--- config.mk ---
export PLATFORM = sky130hd
export DESIGN_NAME = trig_window_wd
export DESIGN_NICKNAME = d
export VERILOG_FILES = /design/src/rtl/trig_window_wd.sv
export SDC_FILE = /design/constraint.sdc
export NUM_CORES = 1
export LEC_CHECK = 0
export BUFFER_PORTS_ARGS = -buffer_cell sky130_fd_sc_hd__buf_2
export CAP_MARGIN = 20
export CORE_MARGIN = 2
export CORE_UTILIZATION = 30
export CTS_CLUSTER_DIAMETER = 30
export DETAILED_ROUTE_END_ITERATION = 8
export GPL_TIMING_DRIVEN = 1
export SYNTH_ARGS = -nofsm -noshare
export SYNTH_HDL_FRONTEND = slang
export SYNTH_SLANG_ARGS = --single-unit
export TNS_END_PERCENT = 100
--- constraint.sdc ---
create_clock -name clk -period 2.5 [get_ports clk]
set_clock_uncertainty 0.05 [all_clocks]
set_input_delay 0 -clock clk [delete_from_list [all_inputs] [get_ports clk]]
set_output_delay 0 -clock clk [all_outputs]
set_load 0.02 [all_outputs]
--- src/rtl/trig_window_wd.sv ---
module trig_window_wd #(
  parameter int WIN_LO_OK  = 79,
  parameter int WIN_LO_FLT = 80,
  parameter int WIN_HI_OK  = 170,
  parameter int WIN_HI_FLT = 169,
  parameter int DROP_TICKS = 250,
  localparam int TW = $clog2(DROP_TICKS + 1)
) (
  input  logic          clk,
  input  logic          rst,
  input  logic          tb_tick,
  input  logic          trig_in,
  input  logic          osc_err,
  output logic          wd_ok,
  output logic [1:0]    dbg_level,
  output logic [TW-1:0] dbg_ticks
);

  localparam logic [TW-1:0] LO_OK  = TW'(WIN_LO_OK);
  localparam logic [TW-1:0] LO_FLT = TW'(WIN_LO_FLT);
  localparam logic [TW-1:0] HI_OK  = TW'(WIN_HI_OK);
  localparam logic [TW-1:0] HI_FLT = TW'(WIN_HI_FLT);
  localparam logic [TW-1:0] DROP   = TW'(DROP_TICKS);

  logic [2:0]    sync_q;
  logic [TW-1:0] ticks;
  logic [1:0]    level;
  logic          ok;

  wire           rise    = sync_q[1] & ~sync_q[2];
  wire [TW-1:0]  lo_lim  = ok ? LO_OK : LO_FLT;
  wire [TW-1:0]  hi_lim  = ok ? HI_OK : HI_FLT;
  wire           in_win  = (ticks > lo_lim) && (ticks < hi_lim);
  wire [1:0]     lvl_up  = (level == 2'd3) ? 2'd3 : level + 2'd1;
  wire [1:0]     lvl_dn  = (level == 2'd0) ? 2'd0 : level - 2'd1;
  wire [1:0]     lvl_new = in_win ? lvl_up : lvl_dn;
  wire           dropout = tb_tick && !rise && (ticks == DROP - TW'(1));

  always_ff @(posedge clk) begin
    if (rst) begin
      sync_q <= '0;
      ticks  <= '0;
    end else begin
      sync_q <= {sync_q[1:0], trig_in};
      if (rise)
        ticks <= '0;
      else if (tb_tick && ticks != DROP)
        ticks <= ticks + TW'(1);
    end
  end

  always_ff @(posedge clk) begin
    if (rst || osc_err || dropout) begin
      level <= 2'd0;
      ok    <= 1'b0;
    end else if (rise) begin
      level <= lvl_new;
      if (lvl_new == 2'd3)
        ok <= 1'b1;
      else if (lvl_new == 2'd0)
        ok <= 1'b0;
    end
  end

  assign wd_ok     = ok;
  assign dbg_level = level;
  assign dbg_ticks = ticks;

endmodule


Yosys cells after proc, flatten, opt, wreduce, memory -nomap -nowiden

Index checks and enable logic that the tools add are counted.

Bits in registers: 14
Output and inout port bits: 11
Word-level logic and storage cells: 34

Add/subtract/negate cells: 3
$lt $le $gt $ge: 2
Equal/unequal tests: 4
Mux-type cells: 7
Bitwise gates (word level): 2
Reductions and logical operators: 12

Operators by type and width:

| cell                  | count |
|---|---|
| $add A8 B1 Y8 const B | 1 |
| $eq A8 B8 Y1 const B  | 1 |
| $gt A8 B7 Y1          | 1 |
| $lt A8 B8 Y1          | 1 |
| $mux W2               | 4 |
| $ne A8 B8 Y1 const B  | 1 |
| $mux W5               | 1 |
| $eq A2 B2 Y1 const B  | 2 |
| $logic_and A1 B1 Y1   | 4 |
| $logic_not A2 Y1      | 2 |
| $add A2 B1 Y2 const B | 1 |
| $logic_or A1 B1 Y1    | 2 |
| $mux W1               | 2 |
| $reduce_and A2 Y1     | 1 |
| $reduce_bool A2 Y1    | 1 |
| $reduce_or A2 Y1      | 1 |
| $sub A2 B1 Y2 const B | 1 |
| $and A1 B1 Y1         | 1 |
| $logic_not A1 Y1      | 1 |
| $not A1 Y1            | 1 |

Longest topological paths before layout

Gate-level depths: netlist of the first run.

Word-level depth: 7
Depth in mapped cells: 11
Mapped depth without buffers: 11

Worst setup path before layout of the first run

OpenSTA, ideal clock, no wires.

Kind: reg2reg
Start: reg ok, in the netlist wd_ok
End: reg ok, in the netlist wd_ok
Library setup time: 141 ps
Arrival: 2692 ps
Setup slack: -383 ps
Stages on the path, launching flop included: 11
Path buffers: 0
Clock period less this slack: 2883 ps
Cell sequence: dfxtp_1 > inv_1 > ha_1 > a21o_1 > a211o_1 > a221o_1 > and3_4 > maj3_2 > ha_1 > o21ai_0 > a21oi_1

Word-level cells in the longest chain between the ends: 7

Ends and longest elaborated chain:

| item                                             | line   | text |
|---|---|---|
| from (decl)                                      | 28     | `logic ok;` |
| from (signal assigned)                           | 55     | `ok <= 1'b0;` |
| from (signal assigned)                           | 59     | `ok <= 1'b1;` |
| from (signal assigned)                           | 61     | `ok <= 1'b0;` |
| $mux W5 or $mux W2 (tied branches)               | 31, 32 |  |
| $gt A8 B7 Y1 or $lt A8 B8 Y1 (tied branches)     | 33     | `wire in_win = (ticks > lo_lim) && (ticks < hi_lim);` |
| $logic_and A1 B1 Y1 (*)                          | 33     |  |
| $mux W2 (*)                                      | 36     | `wire [1:0] lvl_new = in_win ? lvl_up : lvl_dn;` |
| named net lvl_new[0]                             | 36     |  |
| $eq A2 B2 Y1 or $logic_not A2 Y1 (tied branches) | 58, 60 |  |
| $reduce_bool A2 Y1 (no line)                     | --     |  |
| $reduce_and A2 Y1 (no line)                      | --     |  |

The timed path passes the listed nets; every way through them passes the cells marked *.
A chain may end at the register's enable or synchronous reset.

Final worst setup path of the first run

Ends and elaborated chain as after synthesis.

==> out/metrics.csv, run 1 <==
metric,value,unit
status,"complete, but fails checks",
violations,negative setup slack,
grt_max_degree,10,
syn_area_per_cell,8.83,um2
fin_setup_tns,-0.00608,ns
die_area,3360,um2
tightest_slew,0.589,ns
cts.clk_slew.worst_paths,0.09,ns
period_minus_slack,2.51,ns
post-place-ws,-0.0114,ns
rsz0062_at_grt,yes,
fmax,399,MHz
nets,146,
synth.distinct_cells,32,
ys_ff_latch,14,
io_pins,16,
synthesis.nets,114,
power.density,383,nW/um2
syn_area,875,um2
synthCells,99,
drive_above_1_share,33.8,%
maxCapViolations,0,
n_antenna_cell,0,
finalHoldViolCount,0,
ys_seq_area_share,32.0,%
cts_buffers,3,
hp-class,in -> reg,
reg2regPathDepth,11,
worstPathCellList,inv_4 -> ha_4 -> a21o_1 -> a211o_1 -> a221o_1 -> and3_4 -> maj3_2 -> ha_4 -> nor2_4 -> nand2_1 -> a21oi_1,
core.rowCount,19,
drt-initial-drc-count,20,
hold_depth,4,
grt_pass1_wl,3490,um
synth_top_family_by_area,simple AND/OR/NAND/NOR gates,
ir_worst_vdd,0.250,mV
critical_path_arrival,2.60,ns
wire_per_inst,13.0,um
overflow,0,
synthFlopType,dfxtp_1,
synthAdderAreaFrac,16.9,%
seqCellArea,290,um2
leakage,0.521,nW
core,2760,um2
critPathLaunchType,register,
synth_compound_area_share,16.3,%
critPathKind,reg -> reg,
portBuffers,15,
ys_async_sr_fraction,0,%
fill_cells,288,
cp.required,2.59,ns
start_util,31.7,%
cts_tree,yes,
finalSetupViolCount,1,
viasPerCell,5.33,
hold_slack,0.0737,ns
drc,0,
ctsHtreeMaxLevel,1,
worstSetupEndpointType,register,
dr_total_vias,858,
max-clock-path-buffers,2,
dp_hpwl,1600,um
cpMaxStageDelayCell,dfxtp_4,
cts_sinks,14,
dr.pass1.iters,4,
slew_headroom,60.2,%
synth_simple_gate_area_share,26.8,%
die_y,58.0,um
die_w,58.0,um
area_growth,34.9,%
insertion_delay,0.28,ns
multi_input_area,607,um2
yosys_warnings,0,
antenna_found_initial,0,
crit_top_cell,ha_4,
grt_pass1_vias,824,
antenna_left,0,
critical-path-max-stage-delay,0.37,ns
synth_mux_area_share,0,%
post_synth_xor_area_fraction,5.01,%
drt-total-wl,2100,um
ctsRootBufferMaster,clkbuf_4,
cp_max_fo,4,
drv_slew,0,
synth_edf_count,0,
fin_ws,-0.00608,ns
period_share,100,%
grt_util_all_layers,13.3,%
place.gp.congestion,0.892,
==> cells by family after synthesis <==
group / after synthesis
AOI/OAI and AO/OA: 19
buffers and inverters: 7
and+or+nand+nor: 42
adders and majority gates: 12
DFF: 14
xor gates and xnor gates: 5
==> report_power, final <==
part           switching, mW  internal [mW]
Clock                 0.0759         0.0885
Sequential           0.00253          0.226
Combinational         0.0323         0.0266
==> layer usage <==
metal,up-vias,share of wire (%),wire length (um),track usage (%)
met4,0,0.76,16,4.98
met2,10,49,1030,22.4
met5,-,0,0,0
met3,2,2.3,48,1.56
met1,419,48,1000,17.3
li1,427,-,-,-
==> Yosys cell counts (2+ instances only) <==
library cell / n / area share (%)
nand2b_1: 3 / 2.1
xor2_1: 4 / 4.0
inv_1: 6 / 2.6
nor2_1: 8 / 3.4
or3_1: 2 / 1.4
o31a_1: 2 / 2.0
o21ai_0: 4 / 2.3
maj3_2: 2 / 2.6
a21o_2: 2 / 2.0
dfxtp_1: 14 / 32
a21oi_1: 3 / 1.7
ha_1: 10 / 14
and3_1: 2 / 1.4
nor3_1: 2 / 1.1
nand4_1: 8 / 5.7
nor2b_1: 5 / 3.6
nand2_1: 5 / 2.1
nand3_1: 3 / 1.7
==> area by class of cell <==
cell class	instances	area share, %
repair buffers	28	15.5
flip-flops and latches	14	24.6
clock buffers	4	3.08
inverters	6	2.12
well taps	31	3.29
multi-input cells	78	51.4
==> repair_timing <==
action / CTS / global route
setup endpoints to repair: 1 / 1
hold endpoints to repair: 4 / 0
pin swaps: 2 / 4
gates resized for setup: 0 / 3
hold buffers: 4 / 0
buffers inserted: 1 / 0
==> registers in the layout (all words and copies together), names as in the netlist <==
name and cells:
sync_q 3, dbg_level 2, dbg_ticks 8, wd_ok 1
==> worst max-delay path, delay by kind of cell (launching register included) <==
kind	cells	cell delay, ns
AND/OR/NAND/NOR	3	0.27
adder cells (fa/ha/maj)	3	0.82
flip-flops	1	0.37
AO/OA/AOI/OAI	4	0.79
buffers and inverters	1	0.07
==> metrics by stage <==
stage          total power [mW]  area (um2)  std cells  utilization, %
5_1_grt                   0.472        1180        161            42.8
3_3_place_gp              0.286        1080        152            39.3
4_1_cts                   0.456        1170        161            42.4
6_report                  0.452        1180        161            42.8
3_5_place_dp              0.287        1080        152            39.3
2_1_floorplan             0.266         915         99               -
==> path summary, 6_finish.rpt <==
check            start            to  slack, ns
min reg2reg  sync_q[0]     sync_q[1]       0.42
min            tb_tick  dbg_ticks[6]       0.07
max reg2reg      wd_ok         wd_ok     -0.006
max              wd_ok         wd_ok     -0.006
==> cells in the final DEF (no fill, tap or decap), drive strengths merged <==
master       Yosys  final
o31a             2      2
maj3             2      2
a211oi           1      1
nand3            3      3
buf              0     24
clkbuf           1      4
nor3             2      2
o21ai            5      5
xor2             4      4
nand3b           1      1
o41a             1      1
and3             3      3
dlygate4sd3      0      4
xnor2            1      1
dfxtp           14     14
o41ai            1      1
o311a            1      1
nor2b            5      5
inv              6      6
nor3b            1      1
nor2             8      8
nand2            5      5
nand2b           3      3
nand4b           1      1
nand4            8      8
a211o            1      1
or3              2      2
a21o             3      3
a221o            1      1
ha              10     10
a21oi            3      3
Power figures use the tool's default switching activity.
==> run 2: changes to the inputs <==
--- a/config.mk
+++ b/config.mk
@@ -9,6 +9,7 @@
 export CAP_MARGIN = 20
 export CORE_MARGIN = 2
 export CORE_UTILIZATION = 30
+export CTS_BUF_LIST = sky130_fd_sc_hd__clkbuf_16
 export CTS_CLUSTER_DIAMETER = 30
 export DETAILED_ROUTE_END_ITERATION = 8
 export GPL_TIMING_DRIVEN = 1
==> out/metrics.csv, run 2 (synthesis gave the netlist of run 1 again) <==
metric,value,unit
drive_above_1_share,33.3,%
reg2reg_slack,0.0003,ns
mostFrequentLayoutCells,"buf_2, dfxtp_1, buf_4, nand4_1",
drc,0,
post-route-util,44.0,%
cts.clk_slew.worst_paths,0.05,ns
drt-total-wl,2160,um
ir_worst_vdd,0.458,mV
die_w,58.0,um
dr.pass1.iters,2,
grt_max_degree,10,
power.density,492,nW/um2
largest_reg_flops,8,
drt-initial-drc-count,16,
seqPwrFrac,38.5,%
r2r-start,wd_ok,
finalHoldViolCount,0,
critical-path-max-stage-delay,0.35,ns
worstPathCellList,inv_4 -> ha_4 -> a21o_1 -> a211o_1 -> a221o_1 -> and3_4 -> maj3_2 -> ha_4 -> nor2_4 -> nand2_1 -> a21oi_1,
critPathLaunchType,register,
power_frac_clock,51.8,%
p_switching,0.132,mW
portBuffers,15,
cpMaxStageDelayCell,dfxtp_4,
slew_headroom,60.2,%
die_y,58.0,um
dr_total_vias,854,
area_growth,38.6,%
start_util,31.7,%
rsz0062_at_grt,yes,
reg2regPathDepth,11,
cts_sinks,14,
layout_commonest_cell,buf_2,
dp_hpwl,1600,um
cp_max_fo,4,
leakage,0.535,nW
cts_tree,yes,
finalSetupViolCount,0,
maxCapViolations,0,
antenna_left,0,
power.internal,0.464,mW
cp.required,2.55,ns
crit_path_end,wd_ok,
place_area,1080,um2
stdcell_area,1210,um2
drv_slew,0,
ctsHtreeMaxLevel,1,
nets,145,
worstSetupEndpointType,register,
period_minus_slack,2.50,ns
grt_pass1_vias,829,
critical_path_arrival,2.55,ns
status,finished clean,
antenna_found_initial,0,
hp-class,in -> reg,
insertion_delay,0.25,ns
ctsRootBufferMaster,clkbuf_16,
wire_per_inst,13.5,um
viasPerCell,5.34,
hold_depth,4,
fmax,400,MHz
die_area,3360,um2
core.rowCount,19,
place.gp.congestion,0.892,
critPathKind,reg -> reg,
crit_top_cell,ha_4,
tightest_slew,0.590,ns
overflow,0,
cts_buffers,3,
r2r-end,wd_ok,
io_pins,16,
period_share,100,%
netSwitchingFraction,22.2,%
worstSetupStartpoint,wd_ok,
max-clock-path-buffers,2,
n_antenna_cell,0,
combPwrFrac,9.7,%
grt_pass1_wl,3570,um
grt_util_all_layers,14.1,%
fin_setup_tns,0,ns
core,2760,um2
-- run 2: changes by cell type in the layout (fill, tap and decap cells not counted) --
cell and delta:
clkbuf_8 -1, clkbuf_16 +3, clkbuf_4 -3, dlygate4sd3_1 -1, clkinv_1 +1
-- run 2: how the worst min path moves through the flow --
stage | from | end | slack, ns
finish | osc_err | wd_ok | 0.06
global route | osc_err | wd_ok | 0.11
CTS | osc_err | wd_ok | 0.05
detailed placement | trig_in | sync_q[0] | 0.18
global placement | trig_in | sync_q[0] | 0.17
floorplan | rst | sync_q[0] | 0.02
-- run 2: repair_timing --
item | in CTS | in global routing
pin swaps | 2 | 4
buffers inserted | 1 | 0
gates resized for setup | 0 | 3
cloned | 0 | 0
hold buffers | 3 | 0
setup endpoints to repair | 1 | 1
hold endpoints to repair | 3 | 0
-- run 2: worst max-delay path: cells and delay by family, from the launching register on --
family                     cells  cell delay, ns
AOI/OAI and AO/OA              4            0.79
adders and majority gates      3            0.82
buffers and inverters          1            0.07
DFF                            1            0.35
and+or+nand+nor                3            0.27
-- run 2: metal layers --
layer  vias to the layer above  share of wire (%)  track usage [%]
li1                        421                  -                -
met1                       415                 47             17.6
met2                        13                 48             22.4
met3                         5                2.6             2.23
met4                         0                2.6             8.97
met5                         -                  0                0
-- run 2: cell type report --
cell class                 count  area (um2)
multi-input combinational     78         607
clock inverter                 1        3.75
tap                           31        38.8
clock buffer                   3        75.1
inverter                       6        25.0
timing repair buffer          27         173
fill                         281        1550
sequential                    14         290
-- run 2: power groups by stage --
stage | sequential [mW] | clock [mW] | combinational [mW]
6_report | 0.229 | 0.309 | 0.0580
5_1_grt | 0.229 | 0.322 | 0.0647
4_1_cts | 0.229 | 0.314 | 0.0568
3_5_place_dp | 0.234 | 0 | 0.0529
3_3_place_gp | 0.234 | 0 | 0.0517
2_1_floorplan | 0.241 | 0 | 0.0255
-- run 2: stage by stage --
stage / total power [mW] / setup slack [ns] / hold slack [ns] / std cells
2_1_floorplan: 0.266 / -0.00506 / 0.0216 / 99
3_3_place_gp: 0.286 / 0.0587 / 0.174 / 152
3_5_place_dp: 0.287 / -0.0114 / 0.180 / 152
4_1_cts: 0.600 / 0.0166 / 0.0470 / 160
5_1_grt: 0.616 / -0.103 / 0.111 / 160
6_report: 0.597 / 0.000292 / 0.0619 / 160
